`src/rtl/reg_field_bridge.sv`:
```
module reg_field_bridge #(
  parameter int NREG = 6,
  parameter int NVAR = 8,
  parameter int AW = $clog2(NVAR),
  parameter int READ_WIN = 8,
  parameter logic [NVAR*16-1:0] MAP = 128'h0000_2004_8933_8842_5001_0500_0560_05B0
) (
  input  logic          clk,
  input  logic          rst_n,
  input  logic          cpu_sel,
  input  logic          cpu_we,
  input  logic          cpu_lock,
  input  logic [AW-1:0] cpu_addr,
  input  logic [31:0]   cpu_wdata,
  output logic [31:0]   cpu_rdata,
  output logic          cpu_ready,
  input  logic          flush,
  output logic          rem_req,
  output logic          rem_we,
  output logic [$clog2(NREG)-1:0] rem_idx,
  output logic [15:0]   rem_wdata,
  input  logic          rem_ack,
  input  logic [15:0]   rem_rdata
);
  localparam int IW = $clog2(NREG);
  typedef enum logic [1:0] {S_IDLE, S_RD0, S_RD1, S_XFER} state_t;

  state_t          state;
  logic [15:0]     shadow [NREG];
  logic [NREG-1:0] dirty, xmask;
  logic            sync, flush_pend;
  logic [15:0]     rd_lo;

  logic [15:0] ent;
  assign ent = MAP[{cpu_addr, 4'b0000} +: 16];

  logic [IW-1:0] ridx, ridx1, xidx;
  logic [3:0]    lsb;
  logic [5:0]    wid;
  logic [1:0]    acc;
  assign ridx  = ent[IW-1:0];
  assign ridx1 = ridx + IW'(1);
  assign lsb   = ent[7:4];
  assign wid   = ent[13:8];
  assign acc   = ent[15:14];

  logic mapped, wide, wr_ok, fetch;
  assign mapped = wid != 6'd0;
  assign wide   = wid == 6'd32;
  assign wr_ok  = mapped && acc != 2'd1;
  assign fetch  = mapped && acc != 2'd2;

  logic [31:0] ones;
  logic [15:0] fmask;
  assign ones  = (32'd1 << wid) - 32'd1;
  assign fmask = ones[15:0] << lsb;

  logic [NREG-1:0] wbits, xbit;
  assign wbits = (NREG'(1) << ridx) | (wide ? (NREG'(1) << ridx1) : '0);

  always_comb begin
    xidx = '0;
    for (int i = NREG - 1; i >= 0; i--)
      if (xmask[i]) xidx = IW'(i);
  end
  assign xbit = NREG'(1) << xidx;

  logic xlast;
  assign xlast = (xmask & ~xbit) == '0;

  logic [15:0] src;
  logic [31:0] value;
  assign src = (state == S_RD0) ? rem_rdata : shadow[ridx];
  always_comb begin
    if (!mapped)   value = '0;
    else if (wide) value = (state == S_RD1) ? {rem_rdata, rd_lo} : {shadow[ridx1], shadow[ridx]};
    else           value = 32'((src & fmask) >> lsb);
  end

  always_comb begin
    case (state)
      S_IDLE:  cpu_ready = cpu_sel && (cpu_we ? !(wr_ok && cpu_lock) : !fetch);
      S_RD0:   cpu_ready = rem_ack && !wide;
      S_RD1:   cpu_ready = rem_ack;
      default: cpu_ready = rem_ack && sync && xlast;
    endcase
  end

  assign cpu_rdata = (cpu_ready && !cpu_we) ? value : '0;
  assign rem_req   = state != S_IDLE;
  assign rem_we    = state == S_XFER;
  assign rem_idx   = (state == S_XFER) ? xidx : (state == S_RD1) ? ridx1 : ridx;
  assign rem_wdata = shadow[xidx];

  always_ff @(posedge clk) begin
    if (!rst_n) begin
      state      <= S_IDLE;
      dirty      <= '0;
      xmask      <= '0;
      sync       <= 1'b0;
      flush_pend <= 1'b0;
      rd_lo      <= '0;
      for (int i = 0; i < NREG; i++) shadow[i] <= '0;
    end else begin
      case (state)
        S_IDLE: begin
          if (cpu_sel) begin
            if (cpu_we && wr_ok) begin
              for (int i = 0; i < NREG; i++) begin
                if (IW'(i) == ridx)
                  shadow[i] <= (shadow[i] & ~fmask) | ((cpu_wdata[15:0] << lsb) & fmask);
                else if (wide && IW'(i) == ridx1)
                  shadow[i] <= cpu_wdata[31:16];
              end
              dirty <= dirty | wbits;
              if (cpu_lock) begin
                xmask <= wbits;
                sync  <= 1'b1;
                state <= S_XFER;
              end
            end else if (!cpu_we && fetch) begin
              state <= S_RD0;
            end
          end else if (flush_pend) begin
            if (dirty != '0) begin
              xmask <= dirty;
              sync  <= 1'b0;
              state <= S_XFER;
            end else begin
              flush_pend <= 1'b0;
            end
          end
        end
        S_RD0: if (rem_ack) begin
          rd_lo <= rem_rdata;
          state <= wide ? S_RD1 : S_IDLE;
        end
        S_RD1: if (rem_ack) state <= S_IDLE;
        default: if (rem_ack) begin
          dirty <= dirty & ~xbit;
          xmask <= xmask & ~xbit;
          if (!sync || xlast) state <= S_IDLE;
          if (!sync && (dirty & ~xbit) == '0) flush_pend <= 1'b0;
        end
      endcase
      if (flush) flush_pend <= 1'b1;
    end
  end

  logic [7:0] rd_wait;
  always_ff @(posedge clk) begin
    if (!rst_n)                                rd_wait <= '0;
    else if (cpu_sel && !cpu_we && !cpu_ready) rd_wait <= rd_wait + 8'd1;
    else                                       rd_wait <= '0;
  end

  assert_read_window_R8: assert property (@(posedge clk) disable iff (!rst_n)
    (cpu_sel && !cpu_we) |-> rd_wait < 8'(READ_WIN));

  assert_req_held_R6: assert property (@(posedge clk) disable iff (!rst_n)
    (rem_req && !rem_ack) |=> (rem_req && $stable(rem_idx) && $stable(rem_we)));

  assert_dirty_ack_R5: assert property (@(posedge clk) disable iff (!rst_n)
    ((~dirty & $past(dirty)) != '0) |-> $past(rem_ack && rem_we));

  assert_flush_order_R5: assert property (@(posedge clk) disable iff (!rst_n)
    (rem_req && rem_we && !sync) |-> ((dirty & ((NREG'(1) << rem_idx) - NREG'(1))) == '0));

  assert_deferred_fast_R4: assert property (@(posedge clk) disable iff (!rst_n)
    (cpu_sel && cpu_we && !cpu_lock && !rem_req) |-> cpu_ready);

  assert_unmapped_zero_R9: assert property (@(posedge clk) disable iff (!rst_n)
    (cpu_sel && !cpu_we && !mapped) |-> (cpu_ready && cpu_rdata == 32'd0));
endmodule

```
`config.mk`:
```
export PLATFORM = sky130hd
export DESIGN_NAME = reg_field_bridge
export DESIGN_NICKNAME = d
export VERILOG_FILES = /design/src/rtl/reg_field_bridge.sv
export SDC_FILE = /design/constraint.sdc
export NUM_CORES = 1
export LEC_CHECK = 0
export ABC_CLOCK_PERIOD_IN_PS = 9700
export BUFFER_PORTS_ARGS = -buffer_cell sky130_fd_sc_hd__buf_2
export CORE_MARGIN = 10
export CORE_UTILIZATION = 50
export DETAILED_ROUTE_END_ITERATION = 8
export PLACE_DENSITY = 0.79
export SYNTH_ARGS = -nofsm -noshare
export SYNTH_HDL_FRONTEND = slang
export SYNTH_SLANG_ARGS = --single-unit
```
`constraint.sdc`:
```
create_clock -name clk -period 9.7 [get_ports clk]
set_clock_uncertainty 0.05 [all_clocks]
set_input_delay 1.94 -clock clk [delete_from_list [all_inputs] [get_ports clk]]
set_output_delay 1.94 -clock clk [all_outputs]
set_load 0.01 [all_outputs]
```
Word-level counts from Yosys, hierarchy flattened
Memory sizes are Yosys's and may differ from the RTL's.
Cells that the tools add are included.
{ "word_totals": {"register_bits": 32, "ram_bits": 96, "inputBits": 58, "out_inout_bits": 54, "wordCells": 266, "memories": 1} }
{ "mem_list": {"columns": ["name", "depth", "word_bits", "rd", "rd_clocked_by_memory_dff", "wr", "line_no", "source"], "rows": [
  ["shadow", 6, 16, 9, 0, 6, "29", "logic [15:0] shadow [NREG];"]
]} }
{ "op_classes": {"add_sub_neg": 2, "eq_ne": 30, "shift": 8, "n_mux": 142, "bitwise_logic": 33, "n_reduce_logical": 44} }
{ "op_table": {"columns": ["operator", "count"], "rows": [
  ["16-bit 2-to-1 mux", 13],
  ["16-bit bitwise AND", 8],
  ["32-bit 2-to-1 mux", 4],
  ["128-bit by 8-bit indexed part select with 16-bit output, first input constant", 1],
  ["16-bit OR", 6],
  ["1-bit 2-to-1 mux", 91],
  ["6-bit 2-to-1 mux", 10],
  ["16-bit by 4-bit left shift with 16-bit output", 2],
  ["16-bit by 4-bit right shift with 32-bit output", 1],
  ["3-bit 2-to-1 mux", 8],
  ["6-bit case mux with 2 select lines", 2],
  ["2-bit 2-to-1 mux", 11],
  ["1-bit by 3-bit left shift with 6-bit output, first input constant", 3],
  ["1-bit logical AND", 17],
  ["16-bit inverter", 1],
  ["1-bit by 6-bit left shift with 16-bit output, first input constant", 1],
  ["16-bit by 1-bit subtractor with 16-bit output, second input constant", 1],
  ["3-bit inequality test, second input constant", 5],
  ["6-bit bitwise AND", 2],
  ["2-bit by 3-bit == test with 1-bit output, first input constant", 4],
  ["3-bit == test, first input constant", 4],
  ["6-bit logical NOT", 2],
  ["1-bit OR", 12],
  ["6-bit OR", 2],
  ["other kinds (27)", 48]
]} }

Depth between registers and ports, before layout
{ "depth": {"ltp_word": 15, "ltp_mapped": 14, "ltp_nobuf": 10} }

Least setup slack after synthesis
OpenSTA, ideal clock, no wires.
{ "synth_path": {"path_type": "in2out", "start": "input cpu_addr[1]", "end": "output cpu_rdata[27]", "t_arrival_ps": 4498, "required_time_ps": 7710, "setup_slack_ps": 3212, "path_stages": 11, "n_path_buf": 5, "path_cell_list": "nand2b_1 clkbuf_1 a21oi_2 buf_2 buf_2 ha_1 clkbuf_1 buf_1 mux4_2 o21ai_0 a21oi_1"} }
{ "synth_between": {"elab_chain_cells": 10, "elab_cells_between_ends": 28, "classes_between": "add/sub (2); eq/ne (3); shift (4); mux (7); bitwise (1); reduce/logical (10); memory (1)"} }
{ "synth_rtl": {"columns": ["element", "line_no", "source"], "rows": [
  ["start: declaration", "13", "input logic [AW-1:0] cpu_addr,"],
  ["128-bit by 8-bit indexed part select with 16-bit output *", "35", "assign ent = MAP[{cpu_addr, 4'b0000} +: 16];"],
  ["branches (longest 8 deep; another with 16-bit by 1-bit subtractor with 16-bit output)", null, null],
  ["32-bit 2-to-1 mux *", "89", "assign cpu_rdata = (cpu_ready && !cpu_we) ? value : '0;"],
  ["end: declaration", "15", "output logic [31:0] cpu_rdata,"]
]} }
Every way passes the cells marked *.

Worst setup path after layout
{ "layout_path": {"start": "input cpu_addr[2]", "end": "output cpu_rdata[16]"} }
Same word-level chain as after synthesis.

==> summary.md <==
| Metric | Value |
|---|---|
| Post-synth net total | `1,439` |
| Core Region | `21,200 sq um` |
| Cell area after synthesis | `10,900 sq um` |
| Relative slew slack | `-1.39%` |
| CTS tree | `yes` |
| Die Y | `167 microns` |
| Synthesized instance count | `1,368` |
| Minimum clock period | `7.98 ns` |
| Starting Density | `51.2%` |
| Diodes inserted | `0` |
| Final nets | `1,475` |
| Type of destination of the critical path | `primary output` |
| Yosys cell types | `80` |
| Pwr Density | `159 nW/um^2` |
| Switching share of power | `37.8%` |
| Power share of the clock group | `35.2%` |
| Sequential element share of the synthesized area | `32.4%` |
| Final Cell Area | `12,100 sq um` |
| Seq pwr share | `34.4%` |
| Layout cells sized above 1 | `15.9%` |
| Avg Inst Size Synth | `7.95 sq um` |
| Int Pwr | `1.19 mW` |
| Vias | `12,400` |
| Die area | `28,000 sq um` |
| Peak supply drop | `0.129 mV` |
| Setup violations, final | `0` |
| Worst skew pair latency | `0.44 ns` |
| Largest net degree at the start of global routing | `56` |
| WP data required | `7.71 ns` |
| Post-synth top flop | `edfxtp_1` |
| Cts hold-fix bufs | `0` |
| Die Width | `167 microns` |
| Actual slew at the worst max-slew pin | `1.51 ns` |
| Drt via density | `7.30` |
| Final Max Tran Viols | `5` |
| Routed WL | `48,800 microns` |
| Placed instance area | `11,500 sq um` |
| Hold WS | `0.407 ns` |
| Clock Path Buffers | `2` |
| Post-synth EDFFs | `96` |
| Drt first pass iters | `9` |
| Final number of hold-violating endpoints | `0` |
| Post-CTS Setup Inserts | `0` |
| Post-route DRC | `0` |
| Hpwl dp | `33,900 microns` |
| Combinational group share of total power | `30.4%` |
| Tot GR Track Use | `33.0%` |
| CP Launch Type | `primary input` |
| First-pass GRT wire length | `72,600 microns` |
| I/O pin total | `112` |
| Syn. warnings | `0` |
| Fmax | `125 MHz` |
| RSZ-0062 raised after global routing | `no` |
| Failing checks | `max-capacitance violations, max-slew violations` |
| Status | `complete, but fails checks` |
| Vias in the first global route | `11,600` |
| Asr flop ratio synth | `0%` |
| Max H-tree Level | `4` |
| Post-DRT Antenna Nets | `0` |
| Root Buffer Master | `clkbuf_16` |
| #FFs+latches synth | `128` |
| Final setup TNS | `0 ns` |
| Commonest non-fill, non-tap cells in the layout | `nand2_1 (223), a21oi_1 (133), nor2_1 (129)` |
| Tightest Hold Check Type | `reg2reg` |
| Max-cap violations | `1` |
| Final period util | `82.2%` |
| Final WS setup | `1.72 ns` |
| CP arrival | `5.99 ns` |
| Initial antenna violation count | `0` |
| Worst-path clk slew | `0.07 ns` |
| Kind of critical path | `in2out` |
| Commonest non-fill, non-tap cell in the layout | `nand2_1` |
| Worst slack, placed | `1.91 ns` |
| NetSw | `0.726 mW` |
| # rows | `53` |
| Leak | `4.43 nW` |
| Cts repair resizes | `0` |
| Cts bufs inserted | `17` |
| Final Wtd Congestion | `1.10` |
| 1st-iter DRT viols | `2,582` |
| Routed WL per cell | `28.8 microns` |
| IO Port Bufs | `111` |
| Grt ovf | `0` |
| Crit Path Max Fanout | `43` |
| TritonCTS Sinks | `128` |
| Area growth syn-to-layout | `11.2%` |
[area by class of cell]
type,count,area [sq um]
fillers,1991,9140
multi-input cells,1095,6800
flip-flops and latches,128,3520
repair buffers,133,721
clock buffers,18,429
well taps,275,344
clock inverters,14,158
inverters,29,109
[through the flow]
stage               power [mW]  util (%)  cells
floorplan                 1.03         -   1368
global placement          1.22      54.2   1660
detailed placement        1.23      54.2   1660
CTS                       1.88      57.0   1692
global route              1.97      57.0   1692
finish                    1.92      57.0   1692
[synthesized netlist by cell type, drive strengths merged, types with 9 or more instances]
| cell | n | area, sq um |
|---|---|---|
| a211oi | 81 | 626 |
| a21oi | 134 | 674 |
| a221oi | 12 | 105 |
| a311oi | 9 | 78.8 |
| a31oi | 42 | 263 |
| buf | 33 | 184 |
| clkbuf | 83 | 312 |
| dfxtp | 32 | 641 |
| edfxtp | 96 | 2880 |
| ha | 13 | 163 |
| inv | 27 | 101 |
| mux2 | 15 | 169 |
| mux2i | 47 | 470 |
| mux4 | 18 | 405 |
| nand2 | 225 | 860 |
| nand2b | 14 | 87.6 |
| nand3 | 15 | 75.1 |
| nor2 | 129 | 484 |
| nor2b | 11 | 68.8 |
| nor3 | 47 | 240 |
| o211ai | 23 | 173 |
| o21ai | 106 | 531 |
| o22ai | 13 | 81.3 |
| or3 | 11 | 73.8 |
[critical path, stage by stage]
cell,delay [ns]
buf_2,0.30
buf_4,0.50
nand2b_1,0.38
a21oi_4,0.88
ha_1,0.83
mux4_2,0.43
o21ai_0,0.41
a21oi_1,0.13
buf_2,0.16
[power by group through the flow]
stage                     clock, mW  combinational [mW]  sequential (mW)
final                         0.676               0.584            0.660
after global routing          0.689               0.621            0.661
after CTS                     0.666               0.563            0.656
after detailed placement          0               0.560            0.667
after global placement            0               0.555            0.666
after floorplan                   0               0.382            0.648
[cell families after synthesis]
logic type      Yosys count  synth area share (%)
compound gates          511                  31.0
xor+xnor                  1                0.0806
fa+ha+maj                14                  1.59
buf+inv                 145                  5.56
flops                   128                  32.4
mux                      80                  9.61
other cells               1                0.0345
simple gates            488                  19.8
[final timing paths]
kind	slack, ns	cells past startpoint	to	start
max	1.72	9	cpu_rdata[16]	cpu_addr[2]
min	0.41	2	rd_lo[12]	rd_lo[12]
max reg2reg	5.41	6	shadow[3][5]	state[0]
min reg2reg	0.41	2	rd_lo[12]	rd_lo[12]
[sequential cells by signal (all words and copies together), names as in the netlist]
name	count
dirty	6
flush_pend	1
rd_lo	16
shadow	96
state	2
sync	1
xmask	6
[metal layers]
| layer | routed length, microns | GRT usage (%) | vias to the layer above |
|---|---|---|---|
| li1 | - | - | 5234 |
| met1 | 17700 | 44.3 | 5731 |
| met2 | 20200 | 46.8 | 1203 |
| met3 | 8450 | 10.9 | 191 |
| met4 | 2460 | 15.1 | 0 |
| met5 | 0 | 0 | - |
Note: power is estimated with default switching activity, not from simulation.
